## src/rtl/rtc_cal_pkg.sv

```systemverilog
package rtc_cal_pkg;
  localparam int BCD_W = 8;
  localparam int NFIELD = 7;
  localparam int SEL_W = 3;

  // field indices, also the write-select codes
  localparam int IX_SEC   = 0;
  localparam int IX_MIN   = 1;
  localparam int IX_HOUR  = 2;
  localparam int IX_WDAY  = 3;
  localparam int IX_DATE  = 4;
  localparam int IX_MONTH = 5;
  localparam int IX_YEAR  = 6;

  // divisible by 4 for a BCD year: even tens -> units 0/4/8, odd tens -> units 2/6
  function automatic logic bcd_is_leap(input logic [BCD_W-1:0] y);
    logic [3:0] u;
    u = y[3:0];
    if (y[4]) return (u == 4'd2) || (u == 4'd6);
    return (u == 4'd0) || (u == 4'd4) || (u == 4'd8);
  endfunction

  function automatic logic [BCD_W-1:0] bcd_days_in(input logic [BCD_W-1:0] m,
                                                   input logic leap);
    case (m)
      8'h02:                      return leap ? 8'h29 : 8'h28;
      8'h04, 8'h06, 8'h09, 8'h11: return 8'h30;
      default:                    return 8'h31;
    endcase
  endfunction
endpackage

```

## src/rtl/rtc_prescaler.sv

```systemverilog
module rtc_prescaler #(
  parameter int REF_HZ = 32768
) (
  input  logic clk,
  input  logic rst,
  input  logic ref_en,
  input  logic clr,
  output logic tick
);
  localparam int CW = (REF_HZ > 1) ? $clog2(REF_HZ) : 1;
  localparam logic [CW-1:0] LAST = CW'(REF_HZ - 1);

  logic [CW-1:0] cnt;

  assign tick = ref_en && !clr && (cnt == LAST);

  always_ff @(posedge clk) begin
    if (rst || clr)  cnt <= '0;
    else if (ref_en) cnt <= (cnt == LAST) ? '0 : cnt + 1'b1;
  end

  AST_CNT_RANGE: assert property (@(posedge clk) disable iff (rst)
    cnt <= LAST);
  AST_CLR_RESTART: assert property (@(posedge clk) disable iff (rst)
    clr |=> (cnt == '0) && !tick);

  generate
    if (REF_HZ > 1) begin : g_gap
      AST_TICK_GAP: assert property (@(posedge clk) disable iff (rst)
        tick |=> !tick);
    end
  endgenerate
endmodule

```

## src/rtl/rtc_bcd_field.sv

```systemverilog
module rtc_bcd_field
  import rtc_cal_pkg::*;
#(
  parameter logic [BCD_W-1:0] MIN_VAL = '0
) (
  input  logic             clk,
  input  logic             rst,
  input  logic             inc,
  input  logic [BCD_W-1:0] limit,
  input  logic             ld,
  input  logic [BCD_W-1:0] ld_val,
  output logic [BCD_W-1:0] val,
  output logic             at_lim
);
  logic [BCD_W-1:0] nxt;

  // BCD order matches numeric order, so >= also catches over-limit loads
  assign at_lim = (val >= limit);

  always_comb begin
    if (at_lim)                nxt = MIN_VAL;
    else if (val[3:0] == 4'd9) nxt = {val[7:4] + 4'd1, 4'd0};
    else                       nxt = {val[7:4], val[3:0] + 4'd1};
  end

  always_ff @(posedge clk) begin
    if (rst)      val <= MIN_VAL;
    else if (ld)  val <= ld_val;
    else if (inc) val <= nxt;
  end

  AST_FIELD_WRAP: assert property (@(posedge clk) disable iff (rst)
    (inc && at_lim && !ld) |=> (val == MIN_VAL));
  AST_FIELD_HOLD: assert property (@(posedge clk) disable iff (rst)
    (!inc && !ld) |=> $stable(val));
  AST_FIELD_LOAD: assert property (@(posedge clk) disable iff (rst)
    ld |=> (val == $past(ld_val)));
endmodule

```

## src/rtl/rtc_calendar.sv

```systemverilog
module rtc_calendar
  import rtc_cal_pkg::*;
#(
  parameter int REF_HZ = 32768
) (
  input  logic             clk,
  input  logic             rst,
  input  logic             ref_en,
  input  logic             wr_en,
  input  logic [SEL_W-1:0] wr_sel,
  input  logic [BCD_W-1:0] wr_data,
  output logic [BCD_W-1:0] sec,
  output logic [BCD_W-1:0] min,
  output logic [BCD_W-1:0] hour,
  output logic [BCD_W-1:0] wday,
  output logic [BCD_W-1:0] date,
  output logic [BCD_W-1:0] month,
  output logic [BCD_W-1:0] year
);
  logic             sec_tick;
  logic             day_step;
  logic [BCD_W-1:0] fval [NFIELD];
  logic [BCD_W-1:0] flim [NFIELD];
  logic             fat  [NFIELD];
  logic             finc [NFIELD];

  rtc_prescaler #(.REF_HZ(REF_HZ)) u_pre (
    .clk(clk), .rst(rst), .ref_en(ref_en), .clr(wr_en), .tick(sec_tick)
  );

  always_comb begin
    flim[IX_SEC]   = 8'h59;
    flim[IX_MIN]   = 8'h59;
    flim[IX_HOUR]  = 8'h23;
    flim[IX_WDAY]  = 8'h06;
    flim[IX_DATE]  = bcd_days_in(fval[IX_MONTH], bcd_is_leap(fval[IX_YEAR]));
    flim[IX_MONTH] = 8'h12;
    flim[IX_YEAR]  = 8'h99;
  end

  assign day_step = finc[IX_HOUR] && fat[IX_HOUR];

  always_comb begin
    finc[IX_SEC]   = sec_tick;
    finc[IX_MIN]   = sec_tick && fat[IX_SEC];
    finc[IX_HOUR]  = finc[IX_MIN] && fat[IX_MIN];
    finc[IX_WDAY]  = day_step;
    finc[IX_DATE]  = day_step;
    finc[IX_MONTH] = day_step && fat[IX_DATE];
    finc[IX_YEAR]  = finc[IX_MONTH] && fat[IX_MONTH];
  end

  generate
    for (genvar g = 0; g < NFIELD; g++) begin : g_fld
      localparam logic [BCD_W-1:0] FMIN =
        ((g == IX_DATE) || (g == IX_MONTH)) ? 8'h01 : 8'h00;
      rtc_bcd_field #(.MIN_VAL(FMIN)) u_fld (
        .clk(clk), .rst(rst), .inc(finc[g]), .limit(flim[g]),
        .ld(wr_en && (wr_sel == SEL_W'(g))), .ld_val(wr_data),
        .val(fval[g]), .at_lim(fat[g])
      );
    end
  endgenerate

  assign sec   = fval[IX_SEC];
  assign min   = fval[IX_MIN];
  assign hour  = fval[IX_HOUR];
  assign wday  = fval[IX_WDAY];
  assign date  = fval[IX_DATE];
  assign month = fval[IX_MONTH];
  assign year  = fval[IX_YEAR];

  AST_SEC_TO_MIN: assert property (@(posedge clk) disable iff (rst)
    (sec == 8'h59 && sec_tick) |=> (sec == 8'h00 && min != $past(min)));
  AST_DAY_TOGETHER: assert property (@(posedge clk) disable iff (rst)
    (!$stable(date) && !$past(wr_en)) |-> !$stable(wday));
  AST_FEB_SHORT: assert property (@(posedge clk) disable iff (rst)
    (month == 8'h02 && date == 8'h28 && hour == 8'h23 && min == 8'h59 &&
     sec == 8'h59 && sec_tick && !bcd_is_leap(year))
    |=> (date == 8'h01 && month == 8'h03));
  AST_YEAR_WRAP: assert property (@(posedge clk) disable iff (rst)
    (year == 8'h99 && month == 8'h12 && date == 8'h31 && hour == 8'h23 &&
     min == 8'h59 && sec == 8'h59 && sec_tick)
    |=> (year == 8'h00 && month == 8'h01 && date == 8'h01));
endmodule

```

## config.mk

```make
export PLATFORM = sky130hd
export DESIGN_NAME = rtc_calendar
export DESIGN_NICKNAME = d
export VERILOG_FILES = /design/src/rtl/rtc_cal_pkg.sv /design/src/rtl/rtc_prescaler.sv /design/src/rtl/rtc_bcd_field.sv /design/src/rtl/rtc_calendar.sv
export SDC_FILE = /design/constraint.sdc
export NUM_CORES = 1
export LEC_CHECK = 0
export BUFFER_PORTS_ARGS = -buffer_cell sky130_fd_sc_hd__buf_4
export CAP_MARGIN = 10
export CORE_MARGIN = 5
export CORE_UTILIZATION = 47
export CTS_CLUSTER_DIAMETER = 120
export DETAILED_ROUTE_END_ITERATION = 16
export HOLD_SLACK_MARGIN = 0.06
export PLACE_DENSITY = 0.74
export SYNTH_ARGS = -nofsm -noshare
export SYNTH_HDL_FRONTEND = slang
export SYNTH_HIERARCHICAL = 1
export SYNTH_SLANG_ARGS = --single-unit
```

## constraint.sdc

```tcl
create_clock -name clk -period 4.6 [get_ports clk]
set_input_delay 0.23 -clock clk [delete_from_list [all_inputs] [get_ports clk]]
set_output_delay 0.23 -clock clk [all_outputs]
set_load 0.02 [all_outputs]
```

### Word-level counts from Yosys, hierarchy flattened

Index checks and enable logic that the tools add are counted.

* register bits after elaboration: 71
* memories: 0
* bits in latches: 0
* output and inout bits: 56
* input port bits: 15
* logic and storage cells: 137
* ROM bits: 0
* memory bits (writable): 0

* shift operators: 0
* add/sub/neg operators: 15
* magnitude comparators: 7
* divide/modulo/power cells: 0
* multiplexer cells: 34
* multipliers: 0
* reduce and logical (&&, ||, !) cells: 43
* bitwise operators: 0
* equality and inequality tests: 23

Operators with widths (count)
* $mux 8: 28
* $add 4x1->4 const B: 14
* $eq 4x4->1 const B: 8
* $reduce_bool 3->1: 7
* $eq 8x3->1 const B: 2
* $ge 8x7->1 const B: 2
* $add 15x1->15 const B: 1
* $eq 15x15->1 const B: 1
* $mux 15: 1
* $logic_and 1x1->1: 14
* $reduce_and 2->1: 7
* $reduce_bool 2->1: 7
* $pmux 5 s2: 1
* $eq 3x3->1 const B: 3
* $eq 4x3->1 const B: 2
* $eq 8x2->1 const B: 1
* $eq 8x4->1 const B: 1
* $eq 8x5->1 const B: 1
* $ge 8x3->1 const B: 1
* $ge 8x5->1 const B: 1
* $ge 8x6->1: 1
* $ge 8x6->1 const B: 1
* $ge 8x8->1 const B: 1
* $eq 3x2->1 const B: 2
* 8 further kinds: 14

### Depth between registers and ports, before layout

* depth after elaboration: 11
* mapped depth: 15
* depth with buffers taken out: 14

### Hierarchy

Netlist, hierarchy kept.

Modules (own cells, without submodules)
* rtc_bcd_field at g_fld[0].u_fld ...: seq. area each 160.2 um2, instances 5, cells each 97, area each 754.5 um2
* rtc_bcd_field at g_fld[4].u_fld: seq. area each 160.2 um2, instances 1, cells each 94, area each 769.5 um2
* rtc_bcd_field at g_fld[5].u_fld: seq. area each 160.2 um2, instances 1, cells each 93, area each 765.7 um2
* rtc_prescaler: seq. area each 300.3 um2, instances 1, cells each 78, area each 691.9 um2
* rtc_calendar: seq. area each 0.0 um2, instances 1, cells each 32, area each 195.2 um2

### Least setup slack after synthesis

Ideal clock, no wire load.

* kind: flip-flop to flip-flop
* start: reg g_fld[5].u_fld.val[0]
* end: reg g_fld[6].u_fld.val[6]
* path buffers: 1
* arrival time: 3.172 ns
* period minus slack after synthesis: 3.306 ns
* library setup time: 0.133 ns
* required time: 4.467 ns
* setup slack: 1.294 ns
* stages on the path, launching flop included: 16
* cell sequence: dfxtp_1 or3_4 or3b_4 nor2b_1 inv_1 ha_1 or4_4 a21oi_4 o31ai_4 and3_1 buf_2 inv_1 nor2_1 and4_1 o21ai_1 a221oi_2

RTL lines
* start: declaration: line rtc_bcd_field.sv:12 `output logic [BCD_W-1:0] val,`
* start signal: assignment: line rtc_bcd_field.sv:28 `else if (ld) val <= ld_val;`
* start signal: assignment: line rtc_bcd_field.sv:29 `else if (inc) val <= nxt;`
* end signal: assignment: line rtc_bcd_field.sv:28
* end signal: assignment: line rtc_bcd_field.sv:29
* end: declaration: line rtc_bcd_field.sv:12

==> results.cfg <==
[cts]
clkLatencyLatePin_ns = 0.33
cts.sinks = 71
cts_resized = 0
cts_root_buf = clkbuf_16
cts_tree = built
cts_hold_buf = 0
cts_made_buffers = 9
cts_htree_levels = 3
post_cts_buffers = 0
clk_pin_slew_ns = 0.06
cts.path.max_buffers = 2

[cells_and_area]
area_growth_pct = 18.6
diodes = 0
nNetsFinal = 983
drive_gt1_share_pct = 14.3
final_area_um2 = 7340

[worst_setup_path]
reg2reg_slack_ns = 0.82
crit_path_end_kind = flop
crit_required_ns = 4.86
worst_r2r_path_depth = 11
critPathLaunchType = flop
startpoint = u_pre/cnt[0]$_SDFFE_PP0P_
r2r-start = u_pre/cnt[0]$_SDFFE_PP0P_
cp_data_arrival_time_ns = 4.04
crit_end = g_fld[5].u_fld/val[2]$_SDFFE_PP0P_
path_class = flop to flop
worstReg2RegEnd = g_fld[5].u_fld/val[2]$_SDFFE_PP0P_
crit_fanout = 13

[place]
io_buffer_count = 70
dp_hpwl_um = 10900
gp_congestion = 0.853
dpl_cell_area_um2 = 7040
dp_slack_ns = 0.888

[synthesis]
syn_area_um2 = 6190
avgSynthCellArea_um2 = 7.93
ys_warn_count = 6
syn_inst = 780

[global_route]
gr-total-overflow = 0
grt_pass1_vias = 5352
grt_usage_pct = 18.8
antenna_found_initial = 0
grt_pass1_wl_um = 24900
grt_max_degree = 59

[detailed_routing]
postRouteAntennaNets = 0
detail_route.first_pass.iterations = 6
via_per_inst = 5.44
m1WireLength_um = 6820
post_drt_wl_per_cell_um = 13.8
wl_met2_um = 6930
drt-total-wl_um = 14800
wl_met3_um = 845
drc = 0
highest_layer = met4
drtIter0Drc = 303
vias = 5826

[power]
power_density_nw_per_um2 = 250
power_w = 0.00184
ir_drop_v = 0.000211
leakage_nw = 3.41

[die]
die_width_um = 125
row_count = 42
coreArea_um2 = 13100
die_h_um = 125
start_util_pct = 47.3
die-area_um2 = 15600
io_pins = 71

[timing]
final-setup-viol-count = 0
final.period_utilization_pct = 82.3
slew-limit-headroom_pct = 24.4
max_freq_mhz = 264
hold_viol = 0
slew_viol_final = 0
min_period_ns = 3.78
fin_skew_ns = 0.00775
worstMarginPinSlew_ns = 1.13
fin_ws_ns = 0.816
rsz0062_at_grt = no
fin_tns_setup_ns = 0

[worst_hold_path]
hold_class = input port to flop
worstHoldPathCells = 2

[status]
status = completed

[job]
cap_viol_max_count = 0
==> where the power goes <==
group,internal (W),switching (W)
Clock,0.000432,0.000255
Combinational,0.000200,0.000243
Sequential,0.000649,0.0000585
==> state kept, by name, indices dropped and copies added (netlist names) <==
| register | count |
|---|---|
| g_fld.u_fld/val | 56 |
| u_pre/cnt | 15 |
==> area by class of cell <==
class,instances,area [um^2]
clock buffer,12,246
clock inverter,4,45.0
fill,1216,5750
inverter,92,345
multi-input combinational,643,4510
sequential,71,1420
tap,176,220
timing repair buffer,73,548
==> how the worst min path moves through the flow <==
stage,startpoint,end,slack (ns)
2_1_floorplan,rst,u_pre/cnt[12]$_SDFFE_PP0P_,0.31
5_1_grt,wr_en,u_pre/cnt[12]$_SDFFE_PP0P_,0.12
4_1_cts,wr_en,u_pre/cnt[12]$_SDFFE_PP0P_,0.10
3_5_place_dp,wr_en,u_pre/cnt[12]$_SDFFE_PP0P_,0.45
3_3_place_gp,wr_en,u_pre/cnt[12]$_SDFFE_PP0P_,0.45
6_report,wr_en,u_pre/cnt[12]$_SDFFE_PP0P_,0.11
==> metal layers <==
layer	up-vias	GRT usage (%)
met2	142	31.9
met4	0	5.22
met1	2682	23.7
li1	2992	-
met5	-	0
met3	10	4.37
==> layout by cell type (no fill, tap or decap), types with 8 or more instances in the layout <==
master     instances
nand3b_1           8
nor4_1             9
o21ai_1           11
or3_1             22
nor3b_1           13
nand3_1           19
xnor2_1           18
nor2b_1           11
dfxtp_1           71
nand4_1           19
xor2_1            10
nand2_1           24
nor3_1            27
and3_1            28
a21oi_1           97
ha_1              78
buf_4             73
and4_1            10
nor2_1            38
inv_1             92
conb_1            53
o21ai_0           24
clkbuf_16          9
nand2b_1          13
==> through the flow <==
| step | hold slack, ns | instances | util (%) |
|---|---|---|---|
| floorplan | 0.307 | 831 | - |
| global placement | 0.450 | 1055 | 53.8 |
| detailed placement | 0.453 | 1055 | 53.8 |
| CTS | 0.102 | 1071 | 56.1 |
| global route | 0.118 | 1071 | 56.1 |
| finish | 0.112 | 1071 | 56.1 |
==> worst max-delay path, stage by stage (launching register included) <==
cell	delay [ns]
dfxtp_1	0.36
ha_1	0.23
nand3_2	0.14
or3_4	0.43
nor3_1	0.18
buf_4	0.21
and2_1	0.40
and3_1	0.48
and2_1	0.44
nand2b_1	0.17
or4_1	0.52
a21oi_1	0.15
(Power assumes the default switching activity.)
